[config.mk]
export PLATFORM = sky130hd
export DESIGN_NAME = fixed_latency_load_buffer
export DESIGN_NICKNAME = d
export VERILOG_FILES = /design/src/rtl/fllb_pkg.sv /design/src/rtl/fllb_lat_reg.sv /design/src/rtl/fllb_ring.sv /design/src/rtl/fllb_slot_bank.sv /design/src/rtl/fixed_latency_load_buffer.sv
export SDC_FILE = /design/constraint.sdc
export NUM_CORES = 1
export LEC_CHECK = 0
export BUFFER_PORTS_ARGS = -buffer_cell sky130_fd_sc_hd__buf_2
export CORE_MARGIN = 1.5
export CORE_UTILIZATION = 45
export CTS_CLUSTER_DIAMETER = 150
export DETAILED_ROUTE_END_ITERATION = 10
export SYNTH_ARGS = -nofsm -noshare
export SYNTH_HDL_FRONTEND = slang
export SYNTH_SLANG_ARGS = --single-unit
[constraint.sdc]
create_clock -name clk -period 5.9 [get_ports clk]
set_clock_uncertainty 0.15 [all_clocks]
set_input_delay 0.885 -clock clk [delete_from_list [all_inputs] [get_ports clk]]
set_output_delay 0.885 -clock clk [all_outputs]
set_load 0.1 [all_outputs]
[src/rtl/fllb_pkg.sv]
package fllb_pkg;

    // Condition of the oldest outstanding slot in a given cycle.
    typedef enum logic [1:0] {
        HEAD_EMPTY = 2'd0,  // nothing outstanding
        HEAD_WAIT  = 2'd1,  // outstanding, not yet due
        HEAD_GO    = 2'd2,  // due and data available: write back
        HEAD_LATE  = 2'd3   // due and data missing: hold the pipeline
    } head_st_e;

    function automatic head_st_e head_state(logic live, logic due, logic avail);
        if (!live)  return HEAD_EMPTY;
        if (!due)   return HEAD_WAIT;
        if (avail)  return HEAD_GO;
        return HEAD_LATE;
    endfunction

    // Successor of a ring index for a ring of n entries.
    function automatic int unsigned ring_next(int unsigned p, int unsigned n);
        return (p + 1 >= n) ? 0 : p + 1;
    endfunction

endpackage

[src/rtl/fllb_lat_reg.sv]
module fllb_lat_reg #(
    parameter int LAT_W   = 6,
    parameter int RST_LAT = 4
) (
    input  logic             clk,
    input  logic             rst,
    input  logic             wr_en,
    input  logic [LAT_W-1:0] wr_val,
    output logic [LAT_W-1:0] lat_q
);
    localparam logic [LAT_W-1:0] RST_VAL = (RST_LAT == 0) ? LAT_W'(1) : LAT_W'(RST_LAT);

    always_ff @(posedge clk) begin
        if (rst)
            lat_q <= RST_VAL;
        else if (wr_en)
            lat_q <= (wr_val == '0) ? LAT_W'(1) : wr_val;
    end

    // the stored latency is never zero
    a_r9_lat_nonzero: assert property (@(posedge clk) disable iff (rst)
        lat_q != '0);

endmodule

[src/rtl/fllb_ring.sv]
module fllb_ring #(
    parameter int SLOTS = 8,
    localparam int IDX_W = $clog2(SLOTS),
    localparam int CNT_W = $clog2(SLOTS + 1)
) (
    input  logic             clk,
    input  logic             rst,
    input  logic             push,
    input  logic             pop,
    output logic [IDX_W-1:0] head,
    output logic [IDX_W-1:0] tail,
    output logic             full,
    output logic             empty
);
    logic [CNT_W-1:0] cnt_q;

    always_ff @(posedge clk) begin
        if (rst) begin
            head  <= '0;
            tail  <= '0;
            cnt_q <= '0;
        end else begin
            if (push) tail <= IDX_W'(fllb_pkg::ring_next(int'(tail), SLOTS));
            if (pop)  head <= IDX_W'(fllb_pkg::ring_next(int'(head), SLOTS));
            case ({push, pop})
                2'b10:   cnt_q <= cnt_q + CNT_W'(1);
                2'b01:   cnt_q <= cnt_q - CNT_W'(1);
                default: cnt_q <= cnt_q;
            endcase
        end
    end

    assign full  = (cnt_q == CNT_W'(SLOTS));
    assign empty = (cnt_q == '0);

    a_r7_count_bound: assert property (@(posedge clk) disable iff (rst)
        cnt_q <= CNT_W'(SLOTS));
    a_r7_no_push_full: assert property (@(posedge clk) disable iff (rst)
        full |-> !push);
    a_r6_no_pop_empty: assert property (@(posedge clk) disable iff (rst)
        empty |-> !pop);

endmodule

[src/rtl/fllb_slot_bank.sv]
module fllb_slot_bank #(
    parameter int SLOTS  = 8,
    parameter int DATA_W = 32,
    parameter int DST_W  = 5,
    parameter int LAT_W  = 6,
    localparam int IDX_W = $clog2(SLOTS)
) (
    input  logic              clk,
    input  logic              rst,
    input  logic              alloc,
    input  logic [IDX_W-1:0]  alloc_idx,
    input  logic [DST_W-1:0]  alloc_dst,
    input  logic [LAT_W-1:0]  alloc_rem,
    input  logic              fill_en,
    input  logic [IDX_W-1:0]  fill_idx,
    input  logic [DATA_W-1:0] fill_data,
    input  logic              tick,
    input  logic              release_en,
    input  logic [IDX_W-1:0]  rd_idx,
    output logic              rd_live,
    output logic              rd_has,
    output logic              rd_due,
    output logic [DST_W-1:0]  rd_dst,
    output logic [DATA_W-1:0] rd_data
);
    typedef struct packed {
        logic              live;
        logic              has_data;
        logic [LAT_W-1:0]  rem;
        logic [DST_W-1:0]  dst;
        logic [DATA_W-1:0] data;
    } slot_t;

    slot_t slot_q [SLOTS];

    for (genvar i = 0; i < SLOTS; i++) begin : g_slot
        localparam logic [IDX_W-1:0] ME = IDX_W'(i);

        always_ff @(posedge clk) begin
            if (rst) begin
                slot_q[i] <= '0;
            end else if (release_en && rd_idx == ME) begin
                slot_q[i].live     <= 1'b0;
                slot_q[i].has_data <= 1'b0;
            end else if (alloc && alloc_idx == ME) begin
                slot_q[i].live     <= 1'b1;
                slot_q[i].has_data <= 1'b0;
                slot_q[i].rem      <= alloc_rem;
                slot_q[i].dst      <= alloc_dst;
            end else if (slot_q[i].live) begin
                if (fill_en && fill_idx == ME && !slot_q[i].has_data) begin
                    slot_q[i].has_data <= 1'b1;
                    slot_q[i].data     <= fill_data;
                end
                if (tick && slot_q[i].rem != '0)
                    slot_q[i].rem <= slot_q[i].rem - LAT_W'(1);
            end
        end

        // a response to a free slot does not make it hold data
        a_r10_stray_fill: assert property (@(posedge clk) disable iff (rst)
            (fill_en && fill_idx == ME && !slot_q[i].live && !(alloc && alloc_idx == ME))
            |=> !slot_q[i].has_data);

        // a frozen timebase leaves the countdown untouched
        a_r5_frozen_count: assert property (@(posedge clk) disable iff (rst)
            (!tick && slot_q[i].live && !(release_en && rd_idx == ME))
            |=> $stable(slot_q[i].rem));
    end

    always_comb begin
        rd_live = slot_q[rd_idx].live;
        rd_has  = slot_q[rd_idx].has_data;
        rd_due  = (slot_q[rd_idx].rem == '0);
        rd_dst  = slot_q[rd_idx].dst;
        rd_data = slot_q[rd_idx].data;
    end

endmodule

[src/rtl/fixed_latency_load_buffer.sv]
module fixed_latency_load_buffer #(
    parameter int SLOTS   = 8,
    parameter int DATA_W  = 32,
    parameter int DST_W   = 5,
    parameter int LAT_W   = 6,
    parameter int RST_LAT = 4,
    localparam int IDX_W  = $clog2(SLOTS)
) (
    input  logic              clk,
    input  logic              rst,
    input  logic              lat_we,
    input  logic [LAT_W-1:0]  lat_wdata,
    input  logic              iss_valid,
    input  logic [DST_W-1:0]  iss_dst,
    output logic              iss_ready,
    output logic [IDX_W-1:0]  iss_slot,
    input  logic              rsp_valid,
    input  logic [IDX_W-1:0]  rsp_tag,
    input  logic [DATA_W-1:0] rsp_data,
    output logic              wb_valid,
    output logic [DST_W-1:0]  wb_dst,
    output logic [DATA_W-1:0] wb_data,
    output logic              stall
);
    import fllb_pkg::*;

    logic [LAT_W-1:0]  lat_q;
    logic [IDX_W-1:0]  head, tail;
    logic              full, empty;
    logic              push, pop;
    logic              rd_live, rd_has, rd_due;
    logic [DST_W-1:0]  rd_dst;
    logic [DATA_W-1:0] rd_data;
    logic              rsp_hit;
    head_st_e          head_st;

    fllb_lat_reg #(.LAT_W(LAT_W), .RST_LAT(RST_LAT)) u_lat (
        .clk(clk), .rst(rst), .wr_en(lat_we), .wr_val(lat_wdata), .lat_q(lat_q)
    );

    fllb_ring #(.SLOTS(SLOTS)) u_ring (
        .clk(clk), .rst(rst), .push(push), .pop(pop),
        .head(head), .tail(tail), .full(full), .empty(empty)
    );

    fllb_slot_bank #(.SLOTS(SLOTS), .DATA_W(DATA_W), .DST_W(DST_W), .LAT_W(LAT_W)) u_bank (
        .clk(clk), .rst(rst),
        .alloc(push), .alloc_idx(tail), .alloc_dst(iss_dst), .alloc_rem(lat_q - LAT_W'(1)),
        .fill_en(rsp_valid), .fill_idx(rsp_tag), .fill_data(rsp_data),
        .tick(!stall), .release_en(pop), .rd_idx(head),
        .rd_live(rd_live), .rd_has(rd_has), .rd_due(rd_due),
        .rd_dst(rd_dst), .rd_data(rd_data)
    );

    // A response for the due head slot is passed straight to writeback.
    assign rsp_hit = rsp_valid && (rsp_tag == head) && rd_live && !rd_has;
    assign head_st = head_state(rd_live, rd_due, rd_has || rsp_hit);

    assign wb_valid  = (head_st == HEAD_GO);
    assign stall     = (head_st == HEAD_LATE);
    assign wb_dst    = rd_dst;
    assign wb_data   = rd_has ? rd_data : rsp_data;
    assign pop       = wb_valid;
    assign iss_ready = !full && !stall;
    assign push      = iss_valid && iss_ready;
    assign iss_slot  = tail;

    // a stall ends only in a writeback
    a_r4_stall_until_data: assert property (@(posedge clk) disable iff (rst)
        stall |=> (stall || wb_valid));
    // the oldest slot is held while stalling
    a_r5_head_hold: assert property (@(posedge clk) disable iff (rst)
        stall |=> $stable(head));
    // writeback only from a live slot whose count has run out
    a_r2_wb_on_due: assert property (@(posedge clk) disable iff (rst)
        wb_valid |-> (rd_live && rd_due));
    // nothing is written back while the ring is empty
    a_r6_empty_quiet: assert property (@(posedge clk) disable iff (rst)
        empty |-> (!wb_valid && !stall));

endmodule

Word level (Yosys, flattened, before mapping) --
Memories as Yosys holds them, arrays and structs flattened. A register that Yosys moved wholly into a read port is not among the register bits. Index checks and enable logic that the tools add are counted.
Storage, ports and cells: register bits 16, bits in writable memories 360, bits of input ports 51, output and inout port bits 43, word-level logic and storage cells 434, memories 1
Memory list:
- u_bank.slot_q | words 8, bits a word 45, rd ports 9, clocked after memory_dff 1, write ports 8, RTL line fllb_slot_bank.sv:34 | slot_t slot_q [SLOTS];
Operators by class: add/sub/neg operators 13, $lt $le $gt $ge 2, equal/unequal tests 27, multiplexer cells 244, bitwise operators 72, reductions and logical operators 71
Operators by type and width (number):
- two-way mux 32 bit | 9
- two-way mux 1 bit | 199
- two-way mux 6 bit | 17
- bitwise OR 1 bit | 72
- subtractor 6 x 1 -> 6 bit, second input constant | 9
- nonzero test 6 bit | 8
- logical AND 1 bit | 45
- two-way mux 5 bit | 8
- equality test 3 bit, second input constant | 12
- equality test 3 x 2 -> 1 bit, second input constant | 6
- zero test 6 bit | 2
- two-way mux 2 bit | 6
- two-way mux 3 bit | 4
- zero test 1 bit | 11
- equality test 3 x 1 -> 1 bit, second input constant | 3
- zero test 3 bit | 3
- adder 3 x 1 -> 4 bit, second input constant | 2
- greater-or-equal comparator 4 bit, second input constant | 2
- one-hot mux 4 bit (2 select lines) | 1
- equality test 2 bit, second input constant | 3
- adder 4 x 1 -> 4 bit, second input constant | 1
- equality test 4 bit, second input constant | 1
- subtractor 4 x 1 -> 4 bit, second input constant | 1
- equality test 3 bit | 1
- 3 further kinds | 3

Logic depth before layout (Yosys ltp) --
word-level depth 22, gate-level depth with buffers 16, gate-level depth less buffers 14

Modules after synthesis --
From an unflattened synthesis, not the netlist that was laid out.
Unflattened totals: cells, all modules 1275, area total of the unflattened synthesis 18805.5 µm²
By module, submodules not included:
- fllb_slot_bank | times used 1, cells each 1133, area an instance 17490.5 µm²
- fixed_latency_load_buffer | times used 1, cells each 59, area an instance 541.8 µm²
- fllb_ring | times used 1, cells each 61, area an instance 540.5 µm²
- fllb_lat_reg | times used 1, cells each 22, area an instance 232.7 µm²

Worst setup path after synthesis --
No wires, ideal clock.
path kind reg-to-output, start reg (tool-made name), end out wb_data[10], arrival 3.795 ns, setup slack 1.070 ns, cell stages (with the launch flop) 7, cell sequence dfxtp_1 -> buf_2 -> buf_2 -> buf_1 -> buf_1 -> mux2i_1 -> o21ai_0
RTL lines:
- end, declared | RTL line fixed_latency_load_buffer.sv:22 | output logic [DATA_W-1:0] wb_data,

==> run_results.csv <==
group,metric,value,unit
status,violations,"DRC",
critical_path,crit_arrival,3940,ps
timing,finalMaxSlewViolations,0,
floorplanning,num_rows,74,
layout,nNetsFinal,1610,
synth,ys_types,64,
grt,overflow,0,
detailed_routing,detail_route.wl_per_cell,24.5,µm
layout,layout_common_cells,"edfxtp_1 (360), nor2_1 (141), nand2_1 (114), and3_1 (110), and2_1 (95)",
critical_path,path_delay_family,"buffers and inverters",
timing,setup_violations,0,
layout,drive_gt1_frac,0.194,
clock_tree,post_cts_buffers,0,
synth,synth_area,18800,µm²
synth,synth_async_sr_flop_share,0,
timing,period_share,0.844,
clock_tree,htree_num_levels,2,
synth,synth-edff-count,360,
synth,ys_seq_elements,379,
critical_path,cp-start-kind,"flop",
clock_tree,clk_latency,560,ps
run,drv_cap,0,
detailed_routing,via_count,12400,
min_path,hp-class,"flop to flop",
timing,max_clock_freq,201,MHz
power,totalPowerFinal,7.06,mW
critical_path,cp_num_buf_inv,3,
clock_tree,cts_tree,"yes",
power,p_leak,8.03,nW
detailed_routing,final_antenna_net_count,0,
placement,portBuffers,93,
critical_path,critPathCaptureType,"primary output",
synth,avgSynthCellArea,13.0,µm²
clock_tree,clock-root-buffer,"clkbuf_16",
floorplanning,die_w,207,µm
layout,area_growth,13.0,%
detailed_routing,avgViaCountPerCell,5.92,
timing,worst_pin_slew,1160,ps
detailed_routing,drt_first_pass_iters,8,
floorplanning,dieArea,43000,µm²
power,powerDensity,332,nW/µm²
critical_path,path_cells,"buf_4 > a211oi_1 > a2111oi_4 > a211o_1 > nand2_1 > inv_1 > buf_2",
synth,ys_seq_area_frac,0.595,
synth,syn-num-nets,1534,
clock_tree,numCtsBuffers,44,
synth,synthTopCellsByArea,"edfxtp_1 (58%), mux4_2 (9.2%), and3_1 (3.7%)",
synth,yosys.area.top_type,"edfxtp_1",
grt,grt_pass1_wl,78000,µm
timing,holdWs,365,ps
floorplanning,io_pins,94,
synth,yosysWarnings,0,
critical_path,cp_max_fo,38,
clock_tree,path_clk_slew,60,ps
clock_tree,postCtsHoldBufs,0,
clock_tree,clock-sinks,379,
timing,finalCriticalPeriod,4980,ps
grt,grt_usage,0.239,
critical_path,cp_slowest_stage_delay,700,ps
grt,grt_antenna_before_repair,2,
timing,fin_tns_setup,0,ps
timing,maxSlewHeadroom,0.222,
timing,hold_viol_final,0,
critical_path,crit_required,4870,ps
critical_path,crit_slowest_cell,"buf_4",
floorplanning,core,41000,µm²
floorplanning,start_util,0.458,
critical_path,worstSetupPathType,"flop to primary output",
synth,ys.flop_type,"edfxtp_1",
clock_tree,cts_resized,0,
synth,yosysTopAreaCellShare,0.575,
detailed_routing,drc,10,
timing,rsz0062_at_grt,"false",
detailed_routing,routed_wl,51200,µm
placement,dp_hpwl,30100,µm
grt,grt_max_degree,67,
detailed_routing,first_iter_violations,1090,
floorplanning,die_h,207,µm
synth,syn_inst,1451,
grt,first_global_vias,12700,
layout,layout_commonest_cell,"edfxtp_1",
clock_tree,clock_path_buffers,3,
power,vdd_drop_max,0.223,mV
status,status,"finished with violations",
placement,place.gp.congestion,0.908,
## state kept, by name, summed over array words and instances (netlist names), named ones only
signal         cells
u_bank.slot_q    360
u_lat.lat_q        6
u_ring.cnt_q       4
u_ring.head        3
u_ring.tail        3
## area by class of cell
class	count	area, µm²
Timing Repair Buffer	119	661
Antenna cell	2	5.00
Tap cell	532	666
Fill cell	3507	19800
Multi-Input combinational cell	937	7110
Sequential cell	379	11200
Clock inverter	25	255
Inverter	46	173
Clock buffer	54	1160
## metrics by stage
stage          instances  cell area [µm²]  worst slack, ps  utilization
5_1_grt             2092            21200              528        0.518
4_1_cts             2092            21200              851        0.518
6_report            2094            21200              923        0.518
3_5_place_dp        2013            19800             1440        0.483
2_1_floorplan       1451            18800             1070            -
3_3_place_gp        2013            19800             1490        0.483
## cells by family (layout without fill, tap and decap cells)
kind of cell / count (synthesis) / in the layout / synth area share
and+or+nand+nor: 583 / 583 / 0.159
DFF: 379 / 379 / 0.595
adders and majority gates: 32 / 32 / 0.0213
buffers and inverters: 135 / 244 / 0.0298
other: 0 / 2 / 0
xor gates and xnor gates: 44 / 44 / 0.0205
muxes: 125 / 125 / 0.119
AOI/OAI and AO/OA: 153 / 153 / 0.0552
## cells in the mapped netlist (2+ instances only)
library cell and instances:
edfxtp_1 360, nor2_1 141, nand2_1 119, and3_1 110, and2_1 95, mux4_2 77
clkbuf_1 49, inv_1 44, o21ai_0 43, mux2i_1 42, o22ai_1 34, ha_1 32
buf_2 30, nor3_1 30, xnor2_1 28, nand3_1 24, a21oi_1 21, dfxtp_1 19
xor2_1 16, nor4_1 14, nand2b_1 13, o211ai_1 8, o32ai_1 8, buf_1 7
nor2b_1 6, o21a_1 6, a21o_1 5, a31o_2 5, mux2_2 5, nand4_1 5
nand3b_1 4, o211a_1 4, a31oi_1 3, nor3b_1 3, or4_1 3, a211oi_1 2
a22oi_1 2, buf_4 2, nor4_2 2, nor4bb_1 2, o311ai_2 2, o31ai_1 2
or2_2 2, or3_1 2
## worst paths after layout
| kind | depth (start not counted) | start | endpoint | slack [ps] |
|---|---|---|---|---|
| setup / recovery | 7 | flop | wb_valid | 920 |
| hold reg to reg | 2 | u_lat.lat_q[1] | u_lat.lat_q[1] | 370 |
| hold / removal | 2 | u_lat.lat_q[1] | u_lat.lat_q[1] | 370 |
| setup reg to reg | 7 | flop | u_bank.slot_q[2][21] | 1470 |
## power breakdown
group          internal [mW]  switching [mW]
Clock                   1.58            1.11
Sequential              3.11           0.101
Combinational          0.319           0.836
Total                   5.01            2.05
## layer usage
layer  share of wire  vias to the layer above  track usage
met5               0                        -            0
met4           0.029                        0       0.0748
met3           0.070                      101       0.0413
met2            0.48                      490        0.394
met1            0.42                     6224        0.326
li1                -                     5587            -
## tightest hold or removal path: cells and delay by family (launching register included)
kind	cells	cell delay, ps
and+or+nand+nor	1	70
DFF	1	340
muxes	1	70
(Power assumes the default switching activity.)
